===== config.mk =====
export PLATFORM = sky130hd
export DESIGN_NAME = dma4_top
export DESIGN_NICKNAME = d
export VERILOG_FILES = /design/src/rtl/dma4_pkg.sv /design/src/rtl/dma4_datapath.sv /design/src/rtl/dma4_control.sv /design/src/rtl/dma4_top.sv
export SDC_FILE = /design/constraint.sdc
export NUM_CORES = 2
export LEC_CHECK = 0
export BUFFER_PORTS_ARGS = -buffer_cell sky130_fd_sc_hd__buf_2
export CAP_MARGIN = 20
export CORE_ASPECT_RATIO = 1.1
export CORE_MARGIN = 4
export CORE_UTILIZATION = 35
export CTS_BUF_LIST = sky130_fd_sc_hd__clkbuf_8
export CTS_CLUSTER_SIZE = 24
export DETAILED_ROUTE_END_ITERATION = 10
export GPL_TIMING_DRIVEN = 0
export RECOVER_POWER = 50
export SLEW_MARGIN = 10
export SYNTH_ARGS = -nofsm -noshare
export SYNTH_HDL_FRONTEND = slang
export SYNTH_SLANG_ARGS = --single-unit

===== constraint.sdc =====
create_clock -name clk -period 4.7 [get_ports clk]
set_input_delay 0.94 -clock clk [delete_from_list [all_inputs] [get_ports clk]]
set_output_delay 0.94 -clock clk [all_outputs]
set_load 0.02 [all_outputs]

===== src/rtl/dma4_pkg.sv =====
package dma4_pkg;
  localparam int NCH   = 4;
  localparam int CHW   = $clog2(NCH);
  localparam int AW    = 32;
  localparam int DW    = 32;
  localparam int CNTW  = 24;
  localparam int BEATW = 3;
  localparam int NREQ  = 6;
  localparam int REGIW = CHW + 3;

  typedef struct packed {
    logic            rdPhase;
    logic            wrPhase;
    logic            commit;
    logic [CHW-1:0]  chan;
    logic [BEATW-1:0] beat;
  } dpStrobe_t;

  function automatic logic [5:0] unitBytes(input logic [2:0] sz);
    case (sz)
      3'd0: return 6'd8;
      3'd2: return 6'd2;
      3'd3: return 6'd4;
      3'd4: return 6'd32;
      default: return 6'd1;
    endcase
  endfunction

  function automatic logic [BEATW-1:0] lastBeat(input logic [2:0] sz);
    case (sz)
      3'd0: return BEATW'(1);
      3'd4: return BEATW'(7);
      default: return '0;
    endcase
  endfunction

  function automatic logic [AW-1:0] stepAddr(input logic [AW-1:0] a,
                                             input logic [1:0] mode,
                                             input logic [2:0] sz);
    logic [AW-1:0] d;
    d = {{(AW-6){1'b0}}, unitBytes(sz)};
    case (mode)
      2'd1: return a + d;
      2'd2: return a - d;
      default: return a;
    endcase
  endfunction

  function automatic logic reqHit(input logic [3:0] code, input logic [NREQ-1:0] req);
    case (code)
      4'd0:  return req[0];
      4'd8:  return req[1];
      4'd9:  return req[2];
      4'd10: return req[3];
      4'd11: return req[4];
      4'd12, 4'd13, 4'd14, 4'd15: return req[5];
      default: return 1'b0;
    endcase
  endfunction
endpackage


===== src/rtl/dma4_datapath.sv =====
module dma4_datapath
  import dma4_pkg::*;
(
  input  logic                       clk,
  input  logic                       rstN,
  input  logic                       regWe,
  input  logic [REGIW-1:0]           regIdx,
  input  logic [DW-1:0]              regWdata,
  output logic [DW-1:0]              regRdata,
  input  dpStrobe_t                  strb,
  input  logic [DW-1:0]              memRdata,
  output logic [AW-1:0]              memAddr,
  output logic [DW-1:0]              memWdata,
  output logic [NCH-1:0]             chActive,
  output logic [NCH-1:0][3:0]        chCode,
  output logic [NCH-1:0][BEATW-1:0]  chLast,
  output logic                       opOk,
  output logic [NCH-1:0]             irq
);
  logic [NCH-1:0][AW-1:0]   srcR, dstR;
  logic [NCH-1:0][CNTW-1:0] cntR, cntNext;
  logic [NCH-1:0][DW-1:0]   ctlR;
  logic [DW-1:0]            opReg, dataReg;
  logic [NCH-1:0]           irqR;

  logic           isOp;
  logic [CHW-1:0] selCh;
  logic [1:0]     selReg;
  assign isOp   = regIdx[REGIW-1];
  assign selCh  = regIdx[CHW+1:2];
  assign selReg = regIdx[1:0];

  assign opOk = (opReg[2:0] == 3'b001);
  assign irq  = irqR;

  for (genvar g = 0; g < NCH; g++) begin : g_ch
    assign chActive[g] = ctlR[g][0] & ~ctlR[g][1];
    assign chCode[g]   = ctlR[g][11:8];
    assign chLast[g]   = lastBeat(ctlR[g][6:4]);
    assign cntNext[g]  = cntR[g] - {{(CNTW-1){1'b0}}, 1'b1};
  end

  logic [AW-1:0] baseAddr;
  assign baseAddr = strb.wrPhase ? dstR[strb.chan] : srcR[strb.chan];
  assign memAddr  = baseAddr + {{(AW-BEATW-2){1'b0}}, strb.beat, 2'b00};
  assign memWdata = dataReg;

  always_comb begin
    regRdata = '0;
    if (isOp) regRdata = opReg;
    else begin
      case (selReg)
        2'd0: regRdata = srcR[selCh];
        2'd1: regRdata = dstR[selCh];
        2'd2: regRdata = {{(DW-CNTW){1'b0}}, cntR[selCh]};
        default: regRdata = ctlR[selCh];
      endcase
    end
  end

  always_ff @(posedge clk) begin
    if (!rstN) begin
      srcR <= '0; dstR <= '0; cntR <= '0; ctlR <= '0;
      opReg <= '0; dataReg <= '0; irqR <= '0;
    end else begin
      if (strb.rdPhase) dataReg <= memRdata;
      if (regWe && isOp) opReg <= regWdata;
      for (int c = 0; c < NCH; c++) begin
        if (regWe && !isOp && selCh == CHW'(c)) begin
          case (selReg)
            2'd0: srcR[c] <= regWdata;
            2'd1: dstR[c] <= regWdata;
            2'd2: cntR[c] <= regWdata[CNTW-1:0];
            default: begin
              ctlR[c] <= regWdata;
              if (!(regWdata[2] && regWdata[1])) irqR[c] <= 1'b0;
            end
          endcase
        end
        // a completing unit takes precedence over a same-cycle software write
        if (strb.commit && strb.chan == CHW'(c)) begin
          srcR[c] <= stepAddr(srcR[c], ctlR[c][13:12], ctlR[c][6:4]);
          dstR[c] <= stepAddr(dstR[c], ctlR[c][15:14], ctlR[c][6:4]);
          cntR[c] <= cntNext[c];
          if (cntNext[c] == '0) begin
            ctlR[c][1] <= 1'b1;
            if (ctlR[c][2]) irqR[c] <= 1'b1;
          end
        end
      end
    end
  end
endmodule


===== src/rtl/dma4_control.sv =====
module dma4_control
  import dma4_pkg::*;
(
  input  logic                       clk,
  input  logic                       rstN,
  input  logic [NREQ-1:0]            reqIn,
  input  logic [NCH-1:0]             chActive,
  input  logic [NCH-1:0][3:0]        chCode,
  input  logic [NCH-1:0][BEATW-1:0]  chLast,
  input  logic                       opOk,
  output dpStrobe_t                  strb,
  output logic                       memRd,
  output logic                       memWr
);
  typedef enum logic [1:0] {S_IDLE, S_RD, S_WR} state_t;
  state_t state;

  logic [NCH-1:0]   pend, keep, hit, ready, grantMask;
  logic [CHW-1:0]   chanR, grantIdx;
  logic [BEATW-1:0] beatR;
  logic             anyReady, atLast;

  assign keep  = chActive & {NCH{opOk}};
  for (genvar g = 0; g < NCH; g++) begin : g_hit
    assign hit[g] = keep[g] & reqHit(chCode[g], reqIn);
  end
  assign ready    = pend & keep;
  assign anyReady = |ready;

  always_comb begin
    grantIdx = '0;
    for (int c = NCH - 1; c >= 0; c--)
      if (ready[c]) grantIdx = CHW'(c);
  end
  assign grantMask = (state == S_IDLE && anyReady) ? (NCH'(1) << grantIdx) : '0;
  assign atLast    = (beatR == chLast[chanR]);

  always_ff @(posedge clk) begin
    if (!rstN) begin
      state <= S_IDLE; pend <= '0; chanR <= '0; beatR <= '0;
    end else begin
      pend <= (pend & keep & ~grantMask) | hit;
      case (state)
        S_IDLE: if (anyReady) begin
          state <= S_RD; chanR <= grantIdx; beatR <= '0;
        end
        S_RD: state <= S_WR;
        default: begin
          if (atLast) state <= S_IDLE;
          else begin
            state <= S_RD; beatR <= beatR + BEATW'(1);
          end
        end
      endcase
    end
  end

  assign strb.rdPhase = (state == S_RD);
  assign strb.wrPhase = (state == S_WR);
  assign strb.commit  = (state == S_WR) && atLast;
  assign strb.chan    = chanR;
  assign strb.beat    = beatR;
  assign memRd = strb.rdPhase;
  assign memWr = strb.wrPhase;
endmodule


===== src/rtl/dma4_top.sv =====
module dma4_top
  import dma4_pkg::*;
(
  input  logic              clk,
  input  logic              rstN,
  input  logic              regWe,
  input  logic [REGIW-1:0]  regIdx,
  input  logic [DW-1:0]     regWdata,
  output logic [DW-1:0]     regRdata,
  input  logic [NREQ-1:0]   reqIn,
  output logic              memRd,
  output logic              memWr,
  output logic [AW-1:0]     memAddr,
  output logic [DW-1:0]     memWdata,
  input  logic [DW-1:0]     memRdata,
  output logic [NCH-1:0]    irq
);
  dpStrobe_t                 strb;
  logic [NCH-1:0]            chActive;
  logic [NCH-1:0][3:0]       chCode;
  logic [NCH-1:0][BEATW-1:0] chLast;
  logic                      opOk;

  dma4_control ctrl_i (
    .clk(clk), .rstN(rstN), .reqIn(reqIn), .chActive(chActive), .chCode(chCode),
    .chLast(chLast), .opOk(opOk), .strb(strb), .memRd(memRd), .memWr(memWr)
  );

  dma4_datapath dp_i (
    .clk(clk), .rstN(rstN), .regWe(regWe), .regIdx(regIdx), .regWdata(regWdata),
    .regRdata(regRdata), .strb(strb), .memRdata(memRdata), .memAddr(memAddr),
    .memWdata(memWdata), .chActive(chActive), .chCode(chCode), .chLast(chLast),
    .opOk(opOk), .irq(irq)
  );
endmodule


==> impl_metrics.py <==
metrics = {
    "run_status": {
        "status": "complete, but fails checks",
        "violations": "max-capacitance violations, max-slew violations, negative setup slack",
    },
    "floorplan": {
        "io_pins": 180,
        "fp.dieH_um": 378.0,
        "die_w_um": 344.3,
        "initial_utilization": 0.3532,
        "dieArea_um2": 130100,
        "rows": 135,
        "core_um2": 123300,
    },
    "critical_path": {
        "path_class": "flip-flop to flip-flop",
        "critical_path.max_stage_delay_ns": 0.86,
        "cp_max_fo": 10,
        "start_kind": "flip-flop",
        "path_cells": "buf_2, nor2_1, mux4_2, xor2_1, nor3_2, nand3_1, nor2_2, o21bai_1, clkbuf_1, buf_2, o211ai_1, a21oi_1",
        "endpoint_kind": "flip-flop",
        "regToRegStartpoint": "dp_i.ctlR[68]",
        "required_ns": 5.43,
        "path_common_cell": "buf_2",
        "crit_family": "simple AND/OR/NAND/NOR gates",
        "arrival_ns": 6.01,
        "crit_slowest_cell": "nor3_2",
        "startpoint": "dp_i.ctlR[68]",
        "cp_num_buf_inv": 3,
    },
    "pwr": {
        "p_per_area_nw_per_um2": 229.9,
        "peakVddDrop_uv": 208.0,
        "p_leak_nw": 19.90,
        "total_power_mw": 11.74,
    },
    "hold_path": {
        "hold_class": "input pin to flip-flop",
        "hold_start": "memRdata[8]",
    },
    "timing": {
        "skew_ns": 0.05008,
        "rsz0062_at_grt": "yes",
        "setup_tns_ns": -65.90,
        "hold-worst-slack_ns": 0.3854,
        "relSlewSlack": -0.2017,
        "setup_violations": 288,
        "worst_pin_slew_ns": 1.757,
        "period_needed_ns": 5.279,
        "slew_viol_final": 15,
        "fmaxAchievable_ghz": 0.1894,
        "finalWorstSetupSlack_ns": -0.5794,
        "finalCritPeriodShare": 1.123,
        "hold_violations": 0,
    },
    "drt": {
        "vias": 49150,
        "drc": 0,
        "routed_via_density": 6.448,
        "dr.pass1.iters": 10,
        "drt-initial-drc-count": 7430,
        "wirelength_um": 243400,
        "drtAntennaViolNets": 0,
        "wl_per_cell_um": 31.94,
    },
    "yosys": {
        "synthFlopType": "dfxtp_1",
        "yosys_warnings": 0,
        "synth_edf_count": 0,
        "synth_cell_types": 87,
        "synthArstFlopShare": 0,
        "synth_area_per_cell_um2": 7.925,
        "syn_nets": 5854,
        "netlist_instances": 5495,
        "ys_seq_area_frac": 0.2570,
        "ys_seq_elements": 559,
        "synthesis.area_um2": 43550,
    },
    "finish": {
        "fin_area_um2": 51040,
        "post-route-util": 0.4139,
        "drive_above_1_share": 0.1481,
        "n_fill_cell": 12730,
        "stdcell_count": 7622,
        "layout.nets": 6217,
        "area_growth_pct": 17.20,
    },
    "global_route": {
        "grt_pass1_wl_um": 330900,
        "track_usage": 0.3590,
        "grt_max_degree": 27,
        "grt_pass1_vias": 44450,
        "overflow": 0,
        "antenna_found_initial": 39,
    },
    "clock_network": {
        "htree_levels": 3,
        "cts_tree": "built",
        "cts_buffers": 105,
        "clock-root-buffer": "clkbuf_8",
        "cts.clk_slew.worst_paths_ns": 0.07,
        "cts_hold_buf": 0,
        "clockBufferDepth": 3,
        "cts.sinks": 559,
        "clkLatencyLatePin_ns": 0.83,
    },
    "flow_run": {
        "cap_violations": 2,
    },
    "placed_design": {
        "place_inst": 7346,
        "gp_congestion": 1.106,
        "port_buffers": 169,
        "place_ws_ns": -2.279,
        "placed_area_um2": 47080,
        "dp.final_hpwl_um": 193000,
    },
}
-- power breakdown --
part | internal [mW] | total, mW | leakage (nW) | switching [mW]
registers | 4.79 | 4.88 | 4.51 | 0.0906
logic | 0.374 | 1.32 | 14.1 | 0.948
clock network | 3.01 | 5.53 | 1.31 | 2.53
total | 8.17 | 11.7 | 19.9 | 3.56
-- cell type report --
type                            count  area, um2  area share
Antenna cell                       38      95.09    0.001863
Buffer                            381       1859     0.03643
Clock buffer                      134       1844     0.03614
Clock inverter                     55      478.0    0.009365
Inverter                          101      390.4    0.007649
Multi-Input combinational cell   4453      31270      0.6127
Sequential cell                   559      11200      0.2195
Tap cell                         1644       2057     0.04030
Timing Repair Buffer              256       1837     0.03599
Timing Repair inverter              1      5.005  0.00009806
-- metal layers --
metal | vias up | GRT usage | wire length [um]
met4 | 12 | 0.2669 | 21470
met2 | 3615 | 0.5123 | 99140
met3 | 893 | 0.1228 | 34420
li1 | 21060 | - | -
met5 | - | 0 | 112
met1 | 23570 | 0.4454 | 88300
-- sequential cells by signal, summed over array words and instances, names as in the netlist, 3 cells and up --
register,cells
dp_i.srcR,128
ctrl_i.pend,4
ctrl_i.beatR,3
dp_i.chCode,16
dp_i.memWdata,32
dp_i.cntR,96
dp_i.ctlR,112
dp_i.dstR,128
dp_i.opReg,32
dp_i.irq,4
-- logic make-up after synthesis --
logic type / synth area share
AOI/OAI and AO/OA: 0.2344
xor gates and xnor gates: 0.04948
adders and majority gates: 0.08229
buffers and inverters: 0.04321
DFF: 0.2570
muxes: 0.1315
and+or+nand+nor: 0.2021
-- cells in the mapped netlist, types with 36 or more instances --
master	count	area, um2
nand2_1	954	3581
a21o_1	110	825.8
ha_1	272	3403
xnor2_1	164	1436
buf_2	36	180.2
nor4_1	42	262.8
inv_1	100	375.4
nand3_1	96	480.5
nor3_1	120	600.6
o211ai_1	50	375.4
mux4_2	211	4752
a31oi_1	132	825.8
mux2i_1	50	500.5
a211oi_1	45	337.8
nor2b_1	53	331.6
buf_1	37	138.9
nand2b_1	51	319.1
nor2_1	439	1648
a21oi_1	567	2838
a311oi_1	97	849.6
xor2_1	82	718.2
dfxtp_1	559	11190
or3_1	38	237.7
mux2_2	41	461.7
clkbuf_1	302	1134
o21ai_0	362	1812
nand4_1	40	250.2
o21a_1	44	330.3
-- worst min-delay path, delay by kind of cell --
family                 cells  cell delay (ns)
buffers and inverters      1             0.09
AO/OA/AOI/OAI              1             0.05
AND/OR/NAND/NOR            1             0.04
-- path summary, 6_finish.rpt --
| check | end | slack, ns | depth (start not counted) |
|---|---|---|---|
| worst max-delay path | dp_i.srcR[125] | -0.58 | 12 |
| worst min-delay path | dp_i.memWdata[8] | 0.39 | 3 |
| worst max register to register | dp_i.srcR[125] | -0.58 | 12 |
| worst min register to register | dp_i.memWdata[27] | 0.45 | 2 |
-- what timing repair did --
item,CTS,global route
buffers inserted,31,16
resized for setup,249,74
pin swaps,31,22
endpoints found under the setup margin,399,196
gates cloned,1,0
-- cells in the final DEF (no fill, tap or decap), types with 50 or more instances in the layout --
master and n:
mux4_2 211, buf_4 63, ha_1 268, xor2_1 81, inv_1 124, nor2b_1 52
nor3_1 108, nand2_1 944, buf_2 132, xnor2_1 152, a21o_1 110, clkbuf_8 134
o21ai_0 358, a21oi_1 564, o211ai_1 50, a31oi_1 131, nor2_1 430, a311oi_1 96
clkbuf_1 303, nand2b_1 50, dfxtp_1 556, nand3_1 95
(Power assumes the default switching activity.)
